[src/rtl/gf4_mult_pkg.sv]
package gf4_mult_pkg;
  localparam int FIELD_W = 4;
  localparam int PP_W    = 2 * FIELD_W - 1;
  localparam int NUM_POLY = 2;
  // tails P0(x) of the two moduli, bit i = coefficient of x^i
  localparam logic [FIELD_W-1:0] TAIL_SEL0 = 4'b1001; // x^4 + x^3 + 1
  localparam logic [FIELD_W-1:0] TAIL_SEL1 = 4'b0011; // x^4 + x + 1
  typedef logic [FIELD_W-1:0] gf_elem_t;
endpackage

[src/rtl/gf4_partial_products.sv]
module gf4_partial_products #(
  parameter int W = 4
) (
  input  logic [W-1:0]     a,
  input  logic [W-1:0]     b,
  output logic [2*W-2:0]   s
);
  localparam int PP_W = 2 * W - 1;

  for (genvar i = 0; i < PP_W; i++) begin : g_set
    localparam int LO = (i >= W) ? (i - W + 1) : 0;
    localparam int HI = (i < W) ? i : (W - 1);
    logic acc;
    always_comb begin
      acc = 1'b0;
      for (int j = LO; j <= HI; j++) begin
        acc = acc ^ (a[j] & b[i-j]);
      end
    end
    assign s[i] = acc;
  end
endmodule

[src/rtl/gf4_reduce.sv]
module gf4_reduce #(
  parameter int           W     = 4,
  parameter logic [W-1:0] TAIL0 = 4'b1001,
  parameter logic [W-1:0] TAIL1 = 4'b0011
) (
  input  logic [2*W-2:0] s,
  input  logic           sel,
  output logic [W-1:0]   z
);
  localparam int PP_W = 2 * W - 1;

  logic [1:0][W-1:0] red;

  for (genvar p = 0; p < 2; p++) begin : g_poly
    localparam logic [W-1:0] TAIL = (p == 0) ? TAIL0 : TAIL1;
    logic [PP_W-1:0] t;
    always_comb begin
      t = s;
      // fold from the top set down so re-created high terms are folded again
      for (int k = PP_W - 1; k >= W; k--) begin
        if (t[k]) begin
          t[k] = 1'b0;
          t[k-W +: W] = t[k-W +: W] ^ TAIL;
        end
      end
    end
    assign red[p] = t[W-1:0];
  end

  assign z = red[sel];
endmodule

[src/rtl/gf4_field_mult.sv]
module gf4_field_mult
  import gf4_mult_pkg::*;
(
  input  logic               clk,
  input  logic               rst,
  input  logic               in_valid,
  input  logic [FIELD_W-1:0] in_a,
  input  logic [FIELD_W-1:0] in_b,
  input  logic               in_poly_sel,
  output logic               out_valid,
  output logic [FIELD_W-1:0] out_z
);
  logic [PP_W-1:0] pp_sets;
  gf_elem_t        prod_c;

  gf4_partial_products #(.W(FIELD_W)) i_pp (
    .a (in_a),
    .b (in_b),
    .s (pp_sets)
  );

  gf4_reduce #(.W(FIELD_W), .TAIL0(TAIL_SEL0), .TAIL1(TAIL_SEL1)) i_red (
    .s   (pp_sets),
    .sel (in_poly_sel),
    .z   (prod_c)
  );

  always_ff @(posedge clk) begin
    if (rst) begin
      out_valid <= 1'b0;
      out_z     <= '0;
    end else begin
      out_valid <= in_valid;
      if (in_valid) out_z <= prod_c;
    end
  end
endmodule

[config.mk]
export PLATFORM = sky130hd
export DESIGN_NAME = gf4_field_mult
export DESIGN_NICKNAME = d
export VERILOG_FILES = /design/src/rtl/gf4_mult_pkg.sv /design/src/rtl/gf4_partial_products.sv /design/src/rtl/gf4_reduce.sv /design/src/rtl/gf4_field_mult.sv
export SDC_FILE = /design/constraint.sdc
export NUM_CORES = 1
export LEC_CHECK = 0
export ABC_AREA = 1
export BUFFER_PORTS_ARGS = -buffer_cell sky130_fd_sc_hd__buf_2
export CAP_MARGIN = 20
export CORE_UTILIZATION = 45
export DETAILED_ROUTE_END_ITERATION = 7
export PLACE_DENSITY_LB_ADDON = 0.05
export SETUP_SLACK_MARGIN = 0.1
export SYNTH_ARGS = -nofsm -noshare
export SYNTH_HDL_FRONTEND = slang
export SYNTH_SLANG_ARGS = --single-unit
[constraint.sdc]
create_clock -name clk -period 1.1 [get_ports clk]
set_input_delay 0.11 -clock clk [delete_from_list [all_inputs] [get_ports clk]]
set_output_delay 0.11 -clock clk [all_outputs]
set_load 0.05 [all_outputs]
# Word level (Yosys, flattened, before mapping)
# Index checks and enable logic that the tools add are counted.
# classes
n_lt_le_gt_ge	1
mux	8
n_bitwise	31
# ops
cell	n
$mux W4	5
$and A1 B1 Y1	16
$not A2 Y2	6
$xor A1 B1 Y1	9
$mux W2	3
$lt A1 B2 Y1 const B	1
# totals
regBits	5

# Longest topological paths before layout
# depth
ltp_word	12
mapped_depth	13
depth_no_buf	13

# By module
# Synthesis repeated with hierarchy kept, for this count alone.
# hier_totals
hier_cells	113
hier_area_um2	611.8
# by_module_without_submodules
module	instances	cells_each	area_each_um2	seq_area_each_um2
gf4_partial_products	1	54	261.5	0.0
gf4_field_mult	1	29	207.7	100.1
gf4_reduce	1	30	142.6	0.0

# Worst setup path before layout
# OpenSTA, ideal clock, no wires.
# synth_timing
kind	input-to-reg
startpoint	input in_a[1]
endpoint	register out_z[3]
t_arrival_ns	0.871
required_ns	0.991
setup_slack_ns	0.121
stages	12
n_path_buf	0
cell_sequence	nand2_1 -> clkinv_1 -> nand2_1 -> nand3_1 -> nand2_2 -> nand2_2 -> nand3_4 -> nand2_1 -> nand2_1 -> nand3_1 -> nand2_1 -> inv_1
# synth_between
elab_chain_len	10
# synth_lines
element	line_no	text
start, declared	gf4_field_mult.sv:7	input logic [FIELD_W-1:0] in_a,
$and A1 B1 Y1	gf4_partial_products.sv:17	acc = acc ^ (a[j] & b[i-j]);
$xor A1 B1 Y1 (3 in a row)	gf4_partial_products.sv:17	
$mux W4 (2 in a row)	gf4_reduce.sv:21	if (t[k]) begin
$not A2 Y2 (no line)	n/a	
$mux W4	gf4_reduce.sv:21	
$mux W4 (not written as such) * (2 in a row)	gf4_reduce.sv:30	assign z = red[sel];
end signal, assigned	gf4_field_mult.sv:34	if (in_valid) out_z <= prod_c;
end, declared	gf4_field_mult.sv:11	output logic [FIELD_W-1:0] out_z
# Mark *: on every way between the ends. The rest lies on a longest branch, timed or not. The select of a mux whose other input is x is not followed.
# A chain may end at the register's enable or synchronous reset.

# Worst setup path after layout
# layout_timing
startpoint	register out_z[0]
endpoint	output out_z[0]
# No word-level cell between the ends.

==> results.toml <==
[outcome]
outcome = "complete, no violations"

[timing]
period_needed_ns = 0.953
rsz0062_at_grt = "false"
fin_crit_sh = 0.866
relSlewSlack = 0.833
slew_viol_final = 0
max_freq_ghz = 1.05
hold_viol = 0
setup_viol = 0
fin_skew_ns = 0
worstMarginPinSlew_ns = 0.253
finalSetupTns_ns = 0

[min_path]
min_path_type = "in -> reg"
hold_depth = 2

[worst_setup_path]
cp_slowest_cell = "dfxtp_1"
cpLargestDelayFamily = "flip-flops"
path_cells = "buf_2"
r2r_slack_ns = 0.45
startpoint_type = "flop"
cpPeakStageDelay_ns = 0.32
cp_max_fo = 2
worstPathRequired_ns = 0.99
cp.depth = 1
arrival_ns = 0.84
path_class = "reg -> out"
cp.buffers_inverters = 1
worstRegToRegCells = 4
end_kind = "primary output"

[grt]
antenna_found_initial = 0
grt_first_pass_wirelength_um = 1950
grt-ovfl-total = 0
track_usage = 0.203
grt_start_max_net_pins = 10
grt_pass1_vias = 490

[cts]
path_clk_slew_ns = 0.05
cts-resized-gates = 0
clk_latency_ns = 0.26
cts-buffers-inserted = 3
cts.hold.buffers_added = 0
postCtsSetupBuffers = 0
htree_num_levels = 1
cts_tree = "yes"
root_buffer = "clkbuf_4"
clockBufferDepth = 2
clock-sinks = 5

[floorplanning]
fp.dieW_um = 38.0
dieArea_um2 = 1450
core_area_um2 = 1160
die_h_um = 38.0
num_io_pins = 17
start_util = 0.505
rows = 12

[synthesis]
synth_compound_area_frac = 0.0450
synth_area_leaders = "nand2_1 21%, dfxtp_1 17%, nand3_1 11%, nand2_2 11%, xnor2_1 7.5%"
synth-simple-area-share = 0.548
synth_fp_nets = 110
synth_cells = 98
yosysSeqAreaShare = 0.171
synth_xor_area_frac = 0.152
synth.top_cell.area_share = 0.212
synth.area.mux_share = 0
synth_cell_types = 19
syn_avg_cell_area_um2 = 5.96
syn_area_um2 = 584
synth_fa_ha_area_frac = 0
synth_top_family_by_area = "simple AND/OR/NAND/NOR gates"
synth-seq-cells = 5
ys.warnings.count = 0
synth_top_cell_by_area = "nand2_1"

[cells_and_area]
layout-drive-gt1-share = 0.452
syn_to_final_growth_pct = 40.7
utilization = 0.711
finalInstanceArea_um2 = 822
n_antenna_cell = 0
fin_nets = 137

[placed_design]
dp_hpwl_um = 1030
placed_area_um2 = 731
place_congestion = 0.689
io_buffers = 16

[routing]
drt-initial-drc-count = 10
firstDrtPassIters = 4
drc = 0
wl_per_cell_um = 9.75
antenna_left = 0
wirelength_um = 1350
num_vias = 667
routed_via_density = 4.83

[power]
powerDensity_nw_per_um2 = 1000
p_leak_nw = 0.468
ir_drop_mv = 0.661

[run]
cap_violations = 0
cell families after synthesis:
kind of cell | Yosys count
AO/OA/AOI/OAI | 4
XOR/XNOR | 8
buffers and inverters | 13
flip-flops | 5
AND/OR/NAND/NOR | 68
where the power goes:
part / internal (mW) / leakage, nW / switching [mW] / total [mW]
Combinational: 0.148 / 0.411 / 0.238 / 0.386
Clock: 0.138 / 0.0150 / 0.0940 / 0.232
Sequential: 0.198 / 0.0416 / 0.00602 / 0.204
final cells by class:
| type | count | area [µm²] |
|---|---|---|
| fill | 102 | 334 |
| inverter | 12 | 45.0 |
| clock buffer | 4 | 26.3 |
| multi-input combinational | 80 | 490 |
| tap | 14 | 17.5 |
| sequential | 5 | 100 |
| timing repair buffer | 23 | 143 |
worst paths after layout:
| path | start | to |
|---|---|---|
| max | out_z[0] | out_z[0] |
| min | rst | out_valid |
| max reg2reg | out_z[2] | out_z[2] |
| min reg2reg | out_z[0] | out_z[0] |
placed cells by master, fill, tap and decap left out, types with 2 or more instances in the layout:
cell type  netlist  layout
nand3_2          0       3
xnor2_1          5       5
clkbuf_4         0       6
nand3_1         13      10
inv_2            3       5
inv_1            7       7
buf_4            0       8
buf_2            0      12
nand2_4          1       5
dfxtp_1          5       5
xor2_1           2       2
nor2_1           9       9
nand2_1         33      25
nand2_2         10      14
state kept, by name (all words and copies together) (netlist names):
| name | cells |
|---|---|
| out_valid | 1 |
| out_z | 4 |
synth_stat cells (all sizes together):
cell    instances
nand3          14
nor2            9
nand2          44
clkbuf          1
or2             1
o21bai          1
clkinv          2
inv            10
a21oi           2
xnor2           6
o21ai           1
dfxtp           5
xor2            2
metal layers:
layer / up-vias / part of all wire / track usage
met1: 290 / 0.45 / 0.249
met5: - / 0 / 0
met2: 20 / 0.49 / 0.297
li1: 354 / - / -
met3: 3 / 0.042 / 0.105
met4: 0 / 0.016 / 0.0804
metrics by stage:
step	cells	hold slack [ns]	power (mW)	worst slack, ns
after global placement	134	0.337	0.557	-0.0971
after CTS	138	0.0674	0.804	0.133
final	138	0.0768	0.822	0.147
after detailed placement	134	0.340	0.565	-0.149
after global routing	138	0.0789	0.879	0.0970
after floorplan	98	0.182	0.469	0.121
(Power assumes the default switching activity.)
